==> config.mk <==
export PLATFORM = sky130hd
export DESIGN_NAME = prio_intc
export DESIGN_NICKNAME = d
export VERILOG_FILES = /design/src/rtl/intc_pkg.sv /design/src/rtl/intc_datapath.sv /design/src/rtl/intc_seq_ctrl.sv /design/src/rtl/prio_intc.sv
export SDC_FILE = /design/constraint.sdc
export NUM_CORES = 1
export LEC_CHECK = 0
export BUFFER_PORTS_ARGS = -buffer_cell sky130_fd_sc_hd__buf_2
export CAP_MARGIN = 30
export CORE_MARGIN = 5
export CORE_UTILIZATION = 52
export CTS_CLUSTER_DIAMETER = 120
export DETAILED_ROUTE_END_ITERATION = 6
export PLACE_DENSITY = 0.75
export SLEW_MARGIN = 20
export SYNTH_ARGS = -nofsm -noshare
export SYNTH_HDL_FRONTEND = slang
export SYNTH_HIERARCHICAL = 1
export SYNTH_SLANG_ARGS = --single-unit
==> constraint.sdc <==
create_clock -name clk -period 22.2 [get_ports clk]
set_input_delay 4.44 -clock clk [delete_from_list [all_inputs] [get_ports clk]]
set_output_delay 4.44 -clock clk [all_outputs]
set_load 0.01 [all_outputs]
==> src/rtl/intc_pkg.sv <==
package intc_pkg;
  typedef enum logic [2:0] {
    ST_IDLE,
    ST_FETCH_HI,
    ST_FETCH_LO,
    ST_CAPTURE_LO,
    ST_VALID
  } seqState_t;

  typedef struct packed {
    logic take;
    logic rdHi;
    logic rdLo;
    logic capHi;
    logic capLo;
  } seqStrobe_t;
endpackage

==> src/rtl/intc_datapath.sv <==
module intc_datapath
  import intc_pkg::*;
#(
  parameter int NUM_SRC = 20,
  parameter int NUM_EXC = 2,
  parameter int MEM_AW = 16,
  parameter logic [MEM_AW-1:0] VEC_BASE = 4,
  localparam int ADDR_W = $clog2(NUM_SRC + 2),
  localparam int SLOT_W = $clog2(NUM_SRC + NUM_EXC)
) (
  input  logic               clk,
  input  logic               rstN,
  input  logic [NUM_SRC-1:0] srcReq,
  input  logic [NUM_EXC-1:0] excReq,
  input  logic               retiPulse,
  input  logic [ADDR_W-1:0]  busAddr,
  input  logic               busWrEn,
  input  logic [NUM_SRC-1:0] busWdata,
  output logic [NUM_SRC-1:0] busRdata,
  input  seqStrobe_t         strobe,
  output logic               winValid,
  output logic               memRdEn,
  output logic [MEM_AW-1:0]  memAddr,
  input  logic [7:0]         memRdata,
  output logic [15:0]        vecAddr
);
  logic [NUM_SRC-1:0] reqPrev, pend, srcRise, takeSrcMask, clrMask;
  logic [NUM_EXC-1:0] excPrev, excPend, excRise, takeExcMask;
  logic [1:0] prio [NUM_SRC];
  logic masterEn, winIsExc, srcHit;
  logic [1:0] bestLvl;
  logic [SLOT_W-1:0] winSlot, takenSlot;
  logic [7:0] vecHi, vecLo;
  logic wrPend, wrCtrl;

  assign srcRise = srcReq & ~reqPrev;
  assign excRise = excReq & ~excPrev;
  assign wrPend = busWrEn && (busAddr == ADDR_W'(0));
  assign wrCtrl = busWrEn && (busAddr == ADDR_W'(1));

  // arbitration: exceptions first, then highest level, lower index on ties
  always_comb begin
    winSlot = '0;
    winIsExc = 1'b0;
    srcHit = 1'b0;
    bestLvl = 2'b00;
    for (int e = NUM_EXC - 1; e >= 0; e--) begin
      if (excPend[e]) begin
        winIsExc = 1'b1;
        winSlot = SLOT_W'(e);
      end
    end
    if (!winIsExc) begin
      for (int i = NUM_SRC - 1; i >= 0; i--) begin
        if (pend[i] && prio[i] != 2'b00 && prio[i] >= bestLvl) begin
          bestLvl = prio[i];
          winSlot = SLOT_W'(NUM_EXC + i);
          srcHit = 1'b1;
        end
      end
    end
  end
  assign winValid = winIsExc || (masterEn && srcHit);

  always_comb begin
    for (int i = 0; i < NUM_SRC; i++)
      takeSrcMask[i] = strobe.take && !winIsExc && (winSlot == SLOT_W'(NUM_EXC + i));
    for (int e = 0; e < NUM_EXC; e++)
      takeExcMask[e] = strobe.take && winIsExc && (winSlot == SLOT_W'(e));
  end
  assign clrMask = (wrPend ? busWdata : '0) | takeSrcMask;

  always_ff @(posedge clk) begin
    if (!rstN) begin
      reqPrev <= '0;
      excPrev <= '0;
      pend <= '0;
      excPend <= '0;
      masterEn <= 1'b0;
      takenSlot <= '0;
      vecHi <= '0;
      vecLo <= '0;
    end else begin
      reqPrev <= srcReq;
      excPrev <= excReq;
      pend <= (pend & ~clrMask) | srcRise;
      excPend <= (excPend & ~takeExcMask) | excRise;
      if (strobe.take) masterEn <= 1'b0;
      else if (retiPulse) masterEn <= 1'b1;
      else if (wrCtrl) masterEn <= busWdata[0];
      if (strobe.take) takenSlot <= winSlot;
      if (strobe.capHi) vecHi <= memRdata;
      if (strobe.capLo) vecLo <= memRdata;
    end
  end

  for (genvar g = 0; g < NUM_SRC; g++) begin : gen_prio
    always_ff @(posedge clk) begin
      if (!rstN) prio[g] <= 2'b00;
      else if (busWrEn && busAddr == ADDR_W'(g + 2)) prio[g] <= busWdata[1:0];
    end
  end

  always_comb begin
    busRdata = '0;
    if (busAddr == ADDR_W'(0)) busRdata = pend;
    else if (busAddr == ADDR_W'(1)) busRdata[0] = masterEn;
    for (int i = 0; i < NUM_SRC; i++)
      if (busAddr == ADDR_W'(i + 2)) busRdata[1:0] = prio[i];
  end

  assign memRdEn = strobe.rdHi | strobe.rdLo;
  assign memAddr = VEC_BASE + (MEM_AW'(takenSlot) << 1) + MEM_AW'(strobe.rdLo);
  assign vecAddr = {vecHi, vecLo};

  assert_exc_first_R6: assert property (@(posedge clk) disable iff (!rstN)
    (strobe.take && excPend != '0) |=> (takenSlot < SLOT_W'(NUM_EXC)));
  assert_master_cleared_R8: assert property (@(posedge clk) disable iff (!rstN)
    strobe.take |=> !masterEn);
  assert_polled_quiet_R7: assert property (@(posedge clk) disable iff (!rstN)
    (strobe.take && excPend == '0) |-> masterEn);
  assert_pend_hold_R2: assert property (@(posedge clk) disable iff (!rstN)
    (!wrPend && !strobe.take) |=> ((pend & $past(pend)) == $past(pend)));
endmodule

==> src/rtl/intc_seq_ctrl.sv <==
module intc_seq_ctrl
  import intc_pkg::*;
(
  input  logic       clk,
  input  logic       rstN,
  input  logic       winValid,
  output seqStrobe_t strobe,
  output logic       vecValid
);
  seqState_t state, stateNext;

  always_comb begin
    strobe = '0;
    stateNext = state;
    case (state)
      ST_IDLE: if (winValid) begin
        strobe.take = 1'b1;
        stateNext = ST_FETCH_HI;
      end
      ST_FETCH_HI: begin
        strobe.rdHi = 1'b1;
        stateNext = ST_FETCH_LO;
      end
      ST_FETCH_LO: begin
        strobe.rdLo = 1'b1;
        strobe.capHi = 1'b1;
        stateNext = ST_CAPTURE_LO;
      end
      ST_CAPTURE_LO: begin
        strobe.capLo = 1'b1;
        stateNext = ST_VALID;
      end
      default: stateNext = ST_IDLE;
    endcase
  end

  always_ff @(posedge clk) begin
    if (!rstN) state <= ST_IDLE;
    else state <= stateNext;
  end

  assign vecValid = (state == ST_VALID);

  assert_two_reads_R10: assert property (@(posedge clk) disable iff (!rstN)
    vecValid |-> ($past(strobe.rdHi, 3) && $past(strobe.rdLo, 2) && $past(strobe.capLo)));
  assert_take_idle_only_R10: assert property (@(posedge clk) disable iff (!rstN)
    strobe.take |=> !strobe.take);
endmodule

==> src/rtl/prio_intc.sv <==
module prio_intc
  import intc_pkg::*;
#(
  parameter int NUM_SRC = 20,
  parameter int NUM_EXC = 2,
  parameter int MEM_AW = 16,
  parameter logic [MEM_AW-1:0] VEC_BASE = 4,
  localparam int ADDR_W = $clog2(NUM_SRC + 2)
) (
  input  logic               clk,
  input  logic               rstN,
  input  logic [NUM_SRC-1:0] srcReq,
  input  logic [NUM_EXC-1:0] excReq,
  input  logic               retiPulse,
  input  logic [ADDR_W-1:0]  busAddr,
  input  logic               busWrEn,
  input  logic [NUM_SRC-1:0] busWdata,
  output logic [NUM_SRC-1:0] busRdata,
  output logic               memRdEn,
  output logic [MEM_AW-1:0]  memAddr,
  input  logic [7:0]         memRdata,
  output logic               vecValid,
  output logic [15:0]        vecAddr
);
  seqStrobe_t strobe;
  logic winValid;

  intc_datapath #(.NUM_SRC(NUM_SRC), .NUM_EXC(NUM_EXC), .MEM_AW(MEM_AW), .VEC_BASE(VEC_BASE)) u_dp (
    .clk(clk), .rstN(rstN), .srcReq(srcReq), .excReq(excReq), .retiPulse(retiPulse),
    .busAddr(busAddr), .busWrEn(busWrEn), .busWdata(busWdata), .busRdata(busRdata),
    .strobe(strobe), .winValid(winValid), .memRdEn(memRdEn), .memAddr(memAddr),
    .memRdata(memRdata), .vecAddr(vecAddr)
  );

  intc_seq_ctrl u_ctrl (
    .clk(clk), .rstN(rstN), .winValid(winValid), .strobe(strobe), .vecValid(vecValid)
  );
endmodule

==> results_dict.tcl <==
set metrics [dict create \
    status "finished with violations" \
    violations "negative setup slack" \
    grt_use_total_pct 27.0 \
    grt_pass1_vias 7036 \
    fin_crit_sh_pct 101 \
    path_clk_slew_ns 0.08 \
    fin_ws_ns -0.308 \
    ys_seq_area_share_pct 36.7 \
    worst_pin_slew_ns 1.12 \
    clockRootBuffer "clkbuf_16" \
    regArea_um2 2590 \
    synth.distinct_cells 81 \
    wirelength_mm 24.3 \
    nets 1118 \
    final_cell_mix "buf_4 (120), buf_2 (103), nand2_1 (85), dfxtp_1 (68), nor2_1 (58)" \
    synth_flop_cell "dfxtp_1" \
    finalSetupViolations 23 \
    drv_slew 0 \
    clock_path_buffers 2 \
    dpl.hpwl_mm 15.5 \
    maxSlewHeadroom_pct 25.5 \
    drtAntennaViolNets 0 \
    rsz0062_at_grt "true" \
    synth_edf_count 40 \
    syn_area_per_cell_um2 8.41 \
    via_count 7629 \
    diodes 0 \
    synth.cell_area_um2 7040 \
    dr.pass1.iters 6 \
    insertion_delay_ns 0.36 \
    placed_cells 1123 \
    r2r_cells 127 \
    die_w_um 126 \
    async_flop_share_pct 0 \
    r2r_end "u_dp/pend[7]" \
    cp_common_cell "nand2b_4" \
    path_delay_family "simple AND/OR/NAND/NOR gates" \
    drive_gt1_share_pct 38.9 \
    core_area_um2 13200 \
    period_minus_slack_ns 22.51 \
    slowest_stage "or3b_1" \
    critPathMaxFanout 5 \
    grt_antenna_before_repair 0 \
    post-route-cell-area_um2 9690 \
    overflow 0 \
    cp.depth 127 \
    yosys_register_bits 109 \
    r2r_slack_ns -0.31 \
    crit_start "u_dp/prio[4][6]" \
    power.density_nw_per_um2 75.6 \
    drc 0 \
    io_buffers 103 \
    synthToLayoutAreaGrowth_pct 37.8 \
    cts_made_buffers 9 \
    endpoint_kind "flop" \
    htree_num_levels 3 \
    r2r-start "u_dp/prio[4][6]" \
    rows 42 \
    grt_max_degree 91 \
    hold_viol_final 0 \
    place_congestion 0.918 \
    clock-sinks 109 \
    cts_tree "built" \
    die_h_um 126 \
    grt_first_pass_wirelength_mm 35.3 \
    multi_input_area_um2 4920 \
    die-area_um2 16000 \
    path_buf_inv 3 \
    post_dp_cell_area_um2 8080 \
    min_path_type "reg2reg" \
    slowest_delay_ns 0.46 \
    netlist_instances 837 \
    arrival_ns 22.76 \
    cp-endpoint "u_dp/pend[7]" \
    worst_setup_path_start_kind "flop" \
    first_iter_violations 832 \
    p_leak_nw 4.21 \
    final_common_cell "buf_4" \
    total_power_mw 0.733 \
    post_drt_wl_per_cell_um 20.0 \
    skew_ns 0.00661 \
    ioPinCount 113 \
    maxCapViolCount 0 \
    cp.required_ns 22.45 \
    initial_core_util_pct 53.1 \
    final_cells 1217 \
    yosys_warnings 6 \
    worstSetupPathType "reg2reg" \
    fmax_ghz 0.0444 \
    nFillCells 887 \
    ir_drop_mv 0.0711 \
    via_per_inst 6.27 \
]
## flip-flops by register name, summed over array words and instances (netlist names)
register        flops
u_dp/prio          40
u_dp/pend          20
u_dp/vecLo          8
u_dp/masterEn       1
u_ctrl/state        3
u_dp/reqPrev       20
u_dp/takenSlot      5
u_dp/vecHi          8
u_dp/excPend        2
u_dp/excPrev        2
## kinds of logic after synthesis
logic type      Yosys count  share of synthesized area [%]
other cells               1                         0.0533
fa+ha+maj                24                           4.23
compound gates          190                           19.3
buf+inv                  95                           5.89
flops                   109                           36.7
xor+xnor                  3                          0.374
simple gates            385                           28.8
mux                      30                           4.61
## how the worst min path moves through the flow
stage                                start             to  cells after the start
final                     u_dp/reqPrev[18]  u_dp/pend[18]                      1
after global routing       u_dp/reqPrev[9]   u_dp/pend[9]                      1
after CTS                 u_dp/reqPrev[18]  u_dp/pend[18]                      1
after detailed placement  u_dp/reqPrev[18]  u_dp/pend[18]                      1
after global placement    u_dp/reqPrev[18]  u_dp/pend[18]                      1
after floorplan           u_dp/reqPrev[18]  u_dp/pend[18]                      1
## synthesized netlist by cell type (all sizes together) (4+ instances only)
| cell | n | area share, % |
|---|---|---|
| a21oi | 25 | 1.8 |
| and2 | 17 | 1.5 |
| a211oi | 4 | 0.50 |
| and3 | 31 | 2.8 |
| o211a | 4 | 0.57 |
| nor3 | 29 | 2.1 |
| nor4 | 7 | 0.84 |
| nand2b | 25 | 2.2 |
| clkbuf | 33 | 1.8 |
| a221o | 4 | 0.57 |
| nor2 | 64 | 3.4 |
| a22oi | 7 | 0.89 |
| nor2b | 30 | 2.7 |
| a32o | 4 | 0.57 |
| ha | 23 | 4.1 |
| buf | 18 | 1.8 |
| mux2i | 20 | 2.8 |
| nand4 | 6 | 0.75 |
| edfxtp | 40 | 17 |
| a31oi | 6 | 0.53 |
| o221ai | 4 | 0.50 |
| a21o | 8 | 0.85 |
| o31ai | 10 | 1.1 |
| a211o | 4 | 0.52 |
| a32oi | 7 | 0.87 |
| or3 | 8 | 0.71 |
| o22ai | 20 | 1.8 |
| dfxtp | 69 | 20 |
| or2 | 11 | 1.0 |
| o21ai | 40 | 2.8 |
| nand3 | 40 | 3.0 |
| o32ai | 7 | 0.98 |
| inv | 44 | 2.3 |
| nand2 | 94 | 5.1 |
| mux2 | 9 | 1.4 |
| nor3b | 12 | 1.4 |
## layout make-up
cell class                 count  share of cell area (%)
tap                          176                    2.27
inverter                      44                    1.70
sequential                   109                    26.7
timing repair buffer         231                    15.5
clock inverter                 7                   0.749
clock buffer                   9                    2.32
multi-input combinational    641                    50.7
## through the flow
| step | worst slack (ns) | utilization [%] | hold WS, ns | setup TNS [ns] |
|---|---|---|---|---|
| final | -0.308 | 73.2 | 0.422 | -4.02 |
| after global routing | -1.40 | 73.2 | 0.439 | -33.75 |
| after CTS | 0.0144 | 67.6 | 0.427 | 0 |
| after detailed placement | -0.739 | 61.0 | 0.398 | -15.68 |
| after global placement | -0.233 | 60.9 | 0.410 | -2.40 |
| after floorplan | 0.00227 | - | 0.388 | 0 |
## metal layers
layer | global-route usage [%] | vias to the layer above | part of all wire (%)
met5 | 0 | - | 0
met4 | 11.1 | 0 | 5.0
met3 | 5.88 | 100 | 9.0
met2 | 43.9 | 438 | 48
met1 | 35.1 | 3652 | 38
li1 | - | 3439 | -
## report_power, final
| group | internal [mW] | total, mW | leakage (nW) | switching, mW |
|---|---|---|---|---|
| registers | 0.223 | 0.245 | 0.953 | 0.0218 |
| logic | 0.162 | 0.325 | 3.10 | 0.163 |
| clock network | 0.0808 | 0.164 | 0.149 | 0.0828 |
| total | 0.466 | 0.733 | 4.21 | 0.267 |
## timing repair
item                                    4_1_cts  5_1_grt
endpoints found under the setup margin       28       29
resized for setup                            40      102
pin swaps                                    37       84
buffers inserted                             51       35
hold buffers                                  0        0
Note: power is estimated with default switching activity, not from simulation.
